`config.mk`:
```
export PLATFORM = sky130hd
export DESIGN_NAME = barrier_sync_unit
export DESIGN_NICKNAME = d
export VERILOG_FILES = /design/src/rtl/barrier_pkg.sv /design/src/rtl/barrier_arrive_filter.sv /design/src/rtl/barrier_count.sv /design/src/rtl/barrier_sync_unit.sv
export SDC_FILE = /design/constraint.sdc
export NUM_CORES = 1
export LEC_CHECK = 0
export ABC_AREA = 1
export BUFFER_PORTS_ARGS = -buffer_cell sky130_fd_sc_hd__buf_2
export CAP_MARGIN = 20
export CORE_AREA = 2 2 39 41
export CTS_BUF_LIST = sky130_fd_sc_hd__clkbuf_16
export CTS_CLUSTER_DIAMETER = 200
export DETAILED_ROUTE_END_ITERATION = 7
export DIE_AREA = 0 0 41 43
export PLACE_DENSITY = 0.83
export REMOVE_ABC_BUFFERS = 1
export SLEW_MARGIN = 10
export SYNTH_ARGS = -nofsm -noshare
export SYNTH_HDL_FRONTEND = slang
export SYNTH_HIERARCHICAL = 1
export SYNTH_SLANG_ARGS = --single-unit
```
`constraint.sdc`:
```
create_clock -name clk -period 4.32 [get_ports clk]
set_clock_uncertainty 0.1 [all_clocks]
set_input_delay 0.864 -clock clk [delete_from_list [all_inputs] [get_ports clk]]
set_output_delay 0.864 -clock clk [all_outputs]
set_load 0.01 [all_outputs]
```
`src/rtl/barrier_pkg.sv`:
```
package barrier_pkg;
    typedef enum logic [1:0] {
        ST_EMPTY  = 2'd0,
        ST_GATHER = 2'd1,
        ST_FIRE   = 2'd2
    } bar_state_e;
endpackage

```
`src/rtl/barrier_arrive_filter.sv`:
```
module barrier_arrive_filter #(
    parameter int NUM_AGENTS = 4,
    parameter int CW         = $clog2(NUM_AGENTS + 1)
) (
    input  logic [NUM_AGENTS-1:0] arrive_i,
    input  logic [NUM_AGENTS-1:0] waiting_i,
    output logic [NUM_AGENTS-1:0] accept_o,
    output logic [NUM_AGENTS-1:0] dup_o,
    output logic [CW-1:0]         take_o
);
    always_comb begin
        accept_o = arrive_i & ~waiting_i;
        dup_o    = arrive_i & waiting_i;
        take_o   = '0;
        for (int i = 0; i < NUM_AGENTS; i++) begin
            take_o = take_o + CW'(accept_o[i]);
        end
    end
endmodule

```
`src/rtl/barrier_count.sv`:
```
module barrier_count #(
    parameter int NUM_AGENTS = 4,
    parameter int CW         = $clog2(NUM_AGENTS + 1)
) (
    input  logic          clk,
    input  logic          rst,
    input  logic [CW-1:0] take_i,
    output logic [CW-1:0] count_o,
    output logic          hit_o
);
    localparam logic [CW-1:0] FULL = CW'(NUM_AGENTS);

    logic [CW-1:0] count_q;

    assign count_o = count_q;
    assign hit_o   = (take_i == count_q);

    always_ff @(posedge clk) begin
        if (rst) begin
            count_q <= FULL;
        end else if (hit_o) begin
            count_q <= FULL;
        end else begin
            count_q <= count_q - take_i;
        end
    end

    // the missing count never leaves the range 1..NUM_AGENTS
    assert_count_range_R6: assert property (@(posedge clk) disable iff (rst)
        (count_q != '0) && (count_q <= FULL));

    // arrivals never take more than are missing
    assert_take_bound_R4: assert property (@(posedge clk) disable iff (rst)
        take_i <= count_q);
endmodule

```
`src/rtl/barrier_sync_unit.sv`:
```
module barrier_sync_unit
    import barrier_pkg::*;
#(
    parameter int NUM_AGENTS = 4
) (
    input  logic                  clk,
    input  logic                  rst,
    input  logic [NUM_AGENTS-1:0] arrive_i,
    output logic [NUM_AGENTS-1:0] release_o,
    output logic                  phase_o,
    output logic [NUM_AGENTS-1:0] dup_err_o
);
    localparam int CW = $clog2(NUM_AGENTS + 1);

    bar_state_e            state_q, state_d;
    logic                  phase_q;
    logic [NUM_AGENTS-1:0] waiting_q, waiting_d;
    logic [NUM_AGENTS-1:0] dup_q;
    logic [NUM_AGENTS-1:0] accept;
    logic [NUM_AGENTS-1:0] dup;
    logic [CW-1:0]         take;
    logic [CW-1:0]         missing;
    logic                  complete;

    barrier_arrive_filter #(.NUM_AGENTS(NUM_AGENTS), .CW(CW)) filter_i (
        .arrive_i  (arrive_i),
        .waiting_i (waiting_q),
        .accept_o  (accept),
        .dup_o     (dup),
        .take_o    (take)
    );

    barrier_count #(.NUM_AGENTS(NUM_AGENTS), .CW(CW)) count_i (
        .clk     (clk),
        .rst     (rst),
        .take_i  (take),
        .count_o (missing),
        .hit_o   (complete)
    );

    // next-state logic
    always_comb begin
        waiting_d = waiting_q | accept;
        state_d   = state_q;
        unique case (state_q)
            ST_EMPTY, ST_GATHER, ST_FIRE: begin
                if (complete) begin
                    state_d   = ST_FIRE;
                    waiting_d = '0;
                end else if (waiting_d != '0) begin
                    state_d = ST_GATHER;
                end else begin
                    state_d = ST_EMPTY;
                end
            end
            default: begin
                state_d   = ST_EMPTY;
                waiting_d = '0;
            end
        endcase
    end

    // state register
    always_ff @(posedge clk) begin
        if (rst) begin
            state_q   <= ST_EMPTY;
            waiting_q <= '0;
            phase_q   <= 1'b0;
            dup_q     <= '0;
        end else begin
            state_q   <= state_d;
            waiting_q <= waiting_d;
            dup_q     <= dup;
            if (complete) begin
                phase_q <= ~phase_q;
            end
        end
    end

    // outputs
    always_comb begin
        release_o = {NUM_AGENTS{state_q == ST_FIRE}};
        phase_o   = phase_q;
        dup_err_o = dup_q;
    end

    // release is all-or-nothing
    assert_release_uniform_R3: assert property (@(posedge clk) disable iff (rst)
        (release_o == '0) || (release_o == '1));

    // a completed set is released on the next cycle
    assert_complete_fires_R3: assert property (@(posedge clk) disable iff (rst)
        complete |=> (release_o == '1));

    // phase flips exactly when release is shown
    assert_phase_flip_R5: assert property (@(posedge clk) disable iff (rst)
        complete |=> (phase_o != $past(phase_o)));
    assert_phase_hold_R5: assert property (@(posedge clk) disable iff (rst)
        !complete |=> $stable(phase_o));

    // waiting agents and missing count always add up to the full set
    assert_count_balance_R4: assert property (@(posedge clk) disable iff (rst)
        ($countones(waiting_q) + int'(missing)) == NUM_AGENTS);

    // no duplicate can be flagged when nobody was waiting
    assert_no_dup_idle_R7: assert property (@(posedge clk) disable iff (rst)
        (state_q != ST_GATHER) |=> (dup_err_o == '0));
endmodule

```
# ---- Word-level counts from Yosys, hierarchy flattened
# Index checks and enable logic that the tools add are counted.
dict set report classes {
  n_reduce_logical 6
  mux 2
  eq_ne 3
  n_bitwise 6
  addsub 4
}
# operator count
set op_table {}
lappend op_table {{bitwise AND 4 bit} 2}
lappend op_table {{adder 3 x 1 -> 3 bit} 2}
lappend op_table {{OR reduction 3 bit} 2}
lappend op_table {{NOT 4 bit} 1}
lappend op_table {{bitwise OR 4 bit} 1}
lappend op_table {{nonzero test 4 bit} 1}
lappend op_table {{OR reduction 2 bit} 2}
lappend op_table {{equality test 3 bit} 1}
lappend op_table {{subtractor 3 bit} 1}
lappend op_table {{adder 1 x 1 -> 2 bit} 1}
lappend op_table {{equality test 2 x 1 -> 1 bit (second input constant)} 1}
lappend op_table {{equality test 2 bit (second input constant)} 1}
lappend op_table {{logical NOT 2 bit} 1}
lappend op_table {{2-to-1 mux 2 bit} 1}
lappend op_table {{NOT 1 bit} 2}
lappend op_table {{2-to-1 mux 1 bit} 1}
dict set report totals {
  register_bits 14
  in_bits 6
}

# ---- Longest topological paths before layout
dict set report depth {
  ltp_word 7
  mapped_depth 14
  mapped_depth_nobuf 14
}

# ---- Hierarchy
# Netlist, hierarchy kept.
# mod instances cells_per_inst area_each_um2
set by_module_without_submodules {}
lappend by_module_without_submodules {barrier_sync_unit 1 42 364.1}
lappend by_module_without_submodules {barrier_count 1 28 202.7}
lappend by_module_without_submodules {barrier_arrive_filter 1 19 115.1}

# ---- Worst setup path before layout
# OpenSTA, ideal clock, no wires.
dict set report synth_path {
  kind {input to register}
  from {input port arrive_i[1]}
  to {register state_q[0]}
  t_required_ns 4.106
  path_slack_ns 1.487
  t_arrival_ns 2.620
  path_stages 14
  setup_ns 0.114
  path_cell_list {inv_1 -> nor2_2 -> fa_1 -> ha_1 -> ha_1 -> inv_1 -> ha_1 -> nand2_1 -> inv_1 -> nand2_2 -> inv_1 -> inv_1 -> nand2_2 -> nor2_1}
}
dict set report synth_between {
  elab_chain_len 6
}
# element line_no
set synth_rtl {}
lappend synth_rtl {{start, declared} barrier_sync_unit.sv:8} ;# input logic [NUM_AGENTS-1:0] arrive_i,
lappend synth_rtl {{bitwise AND 4 bit} barrier_arrive_filter.sv:12} ;# accept_o = arrive_i & ~waiting_i;
lappend synth_rtl {{net accept[1]} barrier_sync_unit.sv:19} ;# logic [NUM_AGENTS-1:0] accept;
lappend synth_rtl {{adder 1 x 1 -> 2 bit} barrier_arrive_filter.sv:16} ;# take_o = take_o + CW'(accept_o[i]);
lappend synth_rtl {{adder 3 x 1 -> 3 bit (2 in a row)} barrier_arrive_filter.sv:16}
lappend synth_rtl {{net take[1]} barrier_sync_unit.sv:21} ;# logic [CW-1:0] take;
lappend synth_rtl {{equality test 3 bit} barrier_count.sv:16} ;# assign hit_o = (take_i == count_q);
lappend synth_rtl {{net complete} barrier_sync_unit.sv:23} ;# logic complete;
lappend synth_rtl {{OR reduction 3 bit (no line)} -}
lappend synth_rtl {{end signal, assigned} barrier_sync_unit.sv:71} ;# state_q <= state_d;
lappend synth_rtl {{end, declared} barrier_sync_unit.sv:15} ;# bar_state_e state_q, state_d;
# The timed path passes the listed nets, and every way through them passes these cells.
# A chain may end at the register's enable or synchronous reset.

# ---- Worst setup path in the final report
dict set report layout_path {
  from {input port arrive_i[1]}
  to {register waiting_q[2]}
}
dict set report layout_between {
  elab_chain_len 6
}
# element line_no
set layout_rtl {}
lappend layout_rtl {{bitwise AND 4 bit} barrier_arrive_filter.sv:12}
lappend layout_rtl {{net accept[1]} barrier_sync_unit.sv:19}
lappend layout_rtl {{adder 1 x 1 -> 2 bit} barrier_arrive_filter.sv:16}
lappend layout_rtl {{adder 3 x 1 -> 3 bit (2 in a row)} barrier_arrive_filter.sv:16}
lappend layout_rtl {{net take[1]} barrier_sync_unit.sv:21}
lappend layout_rtl {{equality test 3 bit} barrier_count.sv:16}
lappend layout_rtl {{net complete} barrier_sync_unit.sv:23}
lappend layout_rtl {{OR reduction 3 bit (no line)} -}
lappend layout_rtl {{end signal, assigned} barrier_sync_unit.sv:72} ;# waiting_q <= waiting_d;
lappend layout_rtl {{end, declared} barrier_sync_unit.sv:17} ;# logic [NUM_AGENTS-1:0] waiting_q, waiting_d;
# The timed path passes the listed nets, and every way through them passes these cells.

==> run summary <==
WP data required = 4.35 ns
post-synthesis sequential area ratio = 41.1%
IO buf count = 14
CTS tree = done
Final ANT Viol Nets = 0
die area = 1760 um^2
Fin. Hold Viols = 0
worst slack at placement = 1.23 ns
Synth top area share = 41.1%
Antenna diodes = 0
PwrDens = 686 nW/um^2
DRT iter0 DRCs = 8
dpl hpwl = 868 um
area leader, netlist = dfxtp_1
Syn Area/Cell = 7.66 um^2
library cells used by synthesis = 14
final worst slack = 1.45 ns
worst stage delay on the critical path = 0.44 ns
crit path DAT = 2.90 ns
Tmin final = 2.87 ns
Initial Utilization = 49.3%
Total Routing Usage GR = 16.4%
sum of buffers and inverters on the critical path = 6
Ys Warns = 6
Worst-Skew Late Latency = 0.24 ns
Setup TNS = 0 ns
CTS root buf = clkbuf_16
gpl congestion = 0.781
layout cells sized above 1 = 26.9%
Post-Syn Instances = 89
CP most frequent cell = inv_1
WHS = 0.432 ns
# rows = 14
drt total wl = 1140 um
actual slew at the worst max-slew pin = 0.197 ns
DRC viols = 0
most frequent cells in the layout = inv_1, nor2_1, dfxtp_1, buf_2, nand2_1
vias in the first global route = 511
routed len/inst = 9.49 um
GR Overflow Total = 0
CP max-delay cell = fa_1
final setup vio count = 0
top cells by area, synth = dfxtp_1, inv_1, nor2_1
largest net degree at the start of global routing = 9
highest ir drop seen on vdd = 308 uV
kind of cell adding the most delay to the critical path = adder cells
via count = 533
Die W = 41 um
Slew Viols, Final = 0
leakage = 0.475 nW
initial antenna violation count = 0
# H-tree levels = 1
I/O pins = 15
area of the core = 1380 um^2
CP max FO = 5
first-pass GRT wire length = 1890 um
CTS Buf Count = 3
Hold Path Class = reg2reg
max-cap violation count = 0
hold buffer count at CTS = 0
post-synthesis register bit count = 14
RSZ-0062 raised after global routing = no
Die Ht = 43 um
post-cts gate resize count = 0
mapped cell area = 682 um^2
period utilization = 66.5%
Layout Nets = 117
TritonCTS Sinks = 14
Area growth syn-to-layout = 21.5%
leading cell type in the layout, fill and taps excluded = inv_1
Worst-path clk slew = 0.05 ns
CP Class = in2reg
fmax = 348 MHz
Rel. slew slack = 86.9%
CTS Buffer Depth = 2
crit start category = input pin
post-CTS setup buffer count = 0
vias per cell = 4.44
DR pass1 iterations = 4
status = finished, final reports clean
crit-path cells = buf_2, inv_1, nor2_2, fa_1, ha_1, ha_1, inv_1, ha_1, nand2_1, inv_1, nand2_2, inv_1, inv_1, nand2_2, nor2_1
Crit. End Element = register
[area by class of cell]
| cell class | instances | area, um^2 |
|---|---|---|
| multi-input combinational | 49 | 293 |
| tap | 16 | 20.0 |
| sequential | 14 | 280 |
| timing repair buffer | 14 | 70.1 |
| inverter | 23 | 86.3 |
| clock inverter | 1 | 3.75 |
| clock buffer | 3 | 75.1 |
| fill | 120 | 556 |
[synthesized netlist by cell type]
cell type	count
nor2_1	18
inv_1	23
xnor2_1	1
and2_2	1
dfxtp_1	14
nand2_2	5
buf_4	3
a21oi_2	1
a21oi_1	1
fa_1	2
nand2_1	11
ha_1	4
nand3b_1	1
nor2_2	4
[logic make-up (layout without fill, tap and decap cells)]
| family | count (synthesis) | count (layout) | share of synthesized area, % |
|---|---|---|---|
| DFF | 14 | 14 | 41.1 |
| adders and majority gates | 6 | 6 | 13.2 |
| buffers and inverters | 26 | 41 | 16.0 |
| AOI/OAI and AO/OA | 2 | 2 | 2.02 |
| and+or+nand+nor | 40 | 40 | 26.4 |
| xor gates and xnor gates | 1 | 1 | 1.28 |
[layer usage]
metal | share of wire (%) | vias up | wire [um] | GRT usage [%]
met3 | 2.0 | 3 | 23 | 3.14
li1 | - | 277 | - | -
met5 | 0 | - | 0 | 0
met2 | 59 | 9 | 667 | 28.1
met4 | 1.5 | 0 | 17 | 10.0
met1 | 38 | 244 | 431 | 16.8
[state kept, by name, indices dropped and copies added, names as in the netlist]
signal,flops
state_q,2
waiting_q,4
phase_o,1
count_i/count_o,3
dup_err_o,4
[worst paths after layout]
path | from | endpoint | slack, ns | depth (start not counted)
worst min register to register | waiting_q[3] | waiting_q[3] | 0.43 | 2
worst max-delay path | arrive_i[1] | waiting_q[2] | 1.45 | 15
worst min-delay path | waiting_q[3] | waiting_q[3] | 0.43 | 2
worst max register to register | waiting_q[1] | waiting_q[2] | 1.86 | 13
[stage by stage]
step                instance area, um^2  power, W  cells  utilization, %
floorplan                           659  0.000342     86               -
global placement                    749  0.000379    116            54.2
detailed placement                  749  0.000392    116            54.2
CTS                                 828  0.000578    120            59.9
global route                        828  0.000618    120            59.9
finish                              828  0.000568    120            59.9
[worst min-delay path, cell delays in order, from the launching register on]
cell     delay (ns)
dfxtp_1        0.35
nor2_1         0.06
nor2_1         0.09
[report_power, final]
group	internal [W]	switching (W)
clock	0.000122	0.0000512
sequential	0.000165	0.0000223
combinational	0.0000857	0.000121
total	0.000373	0.000195
Note: power is estimated with default switching activity, not from simulation.
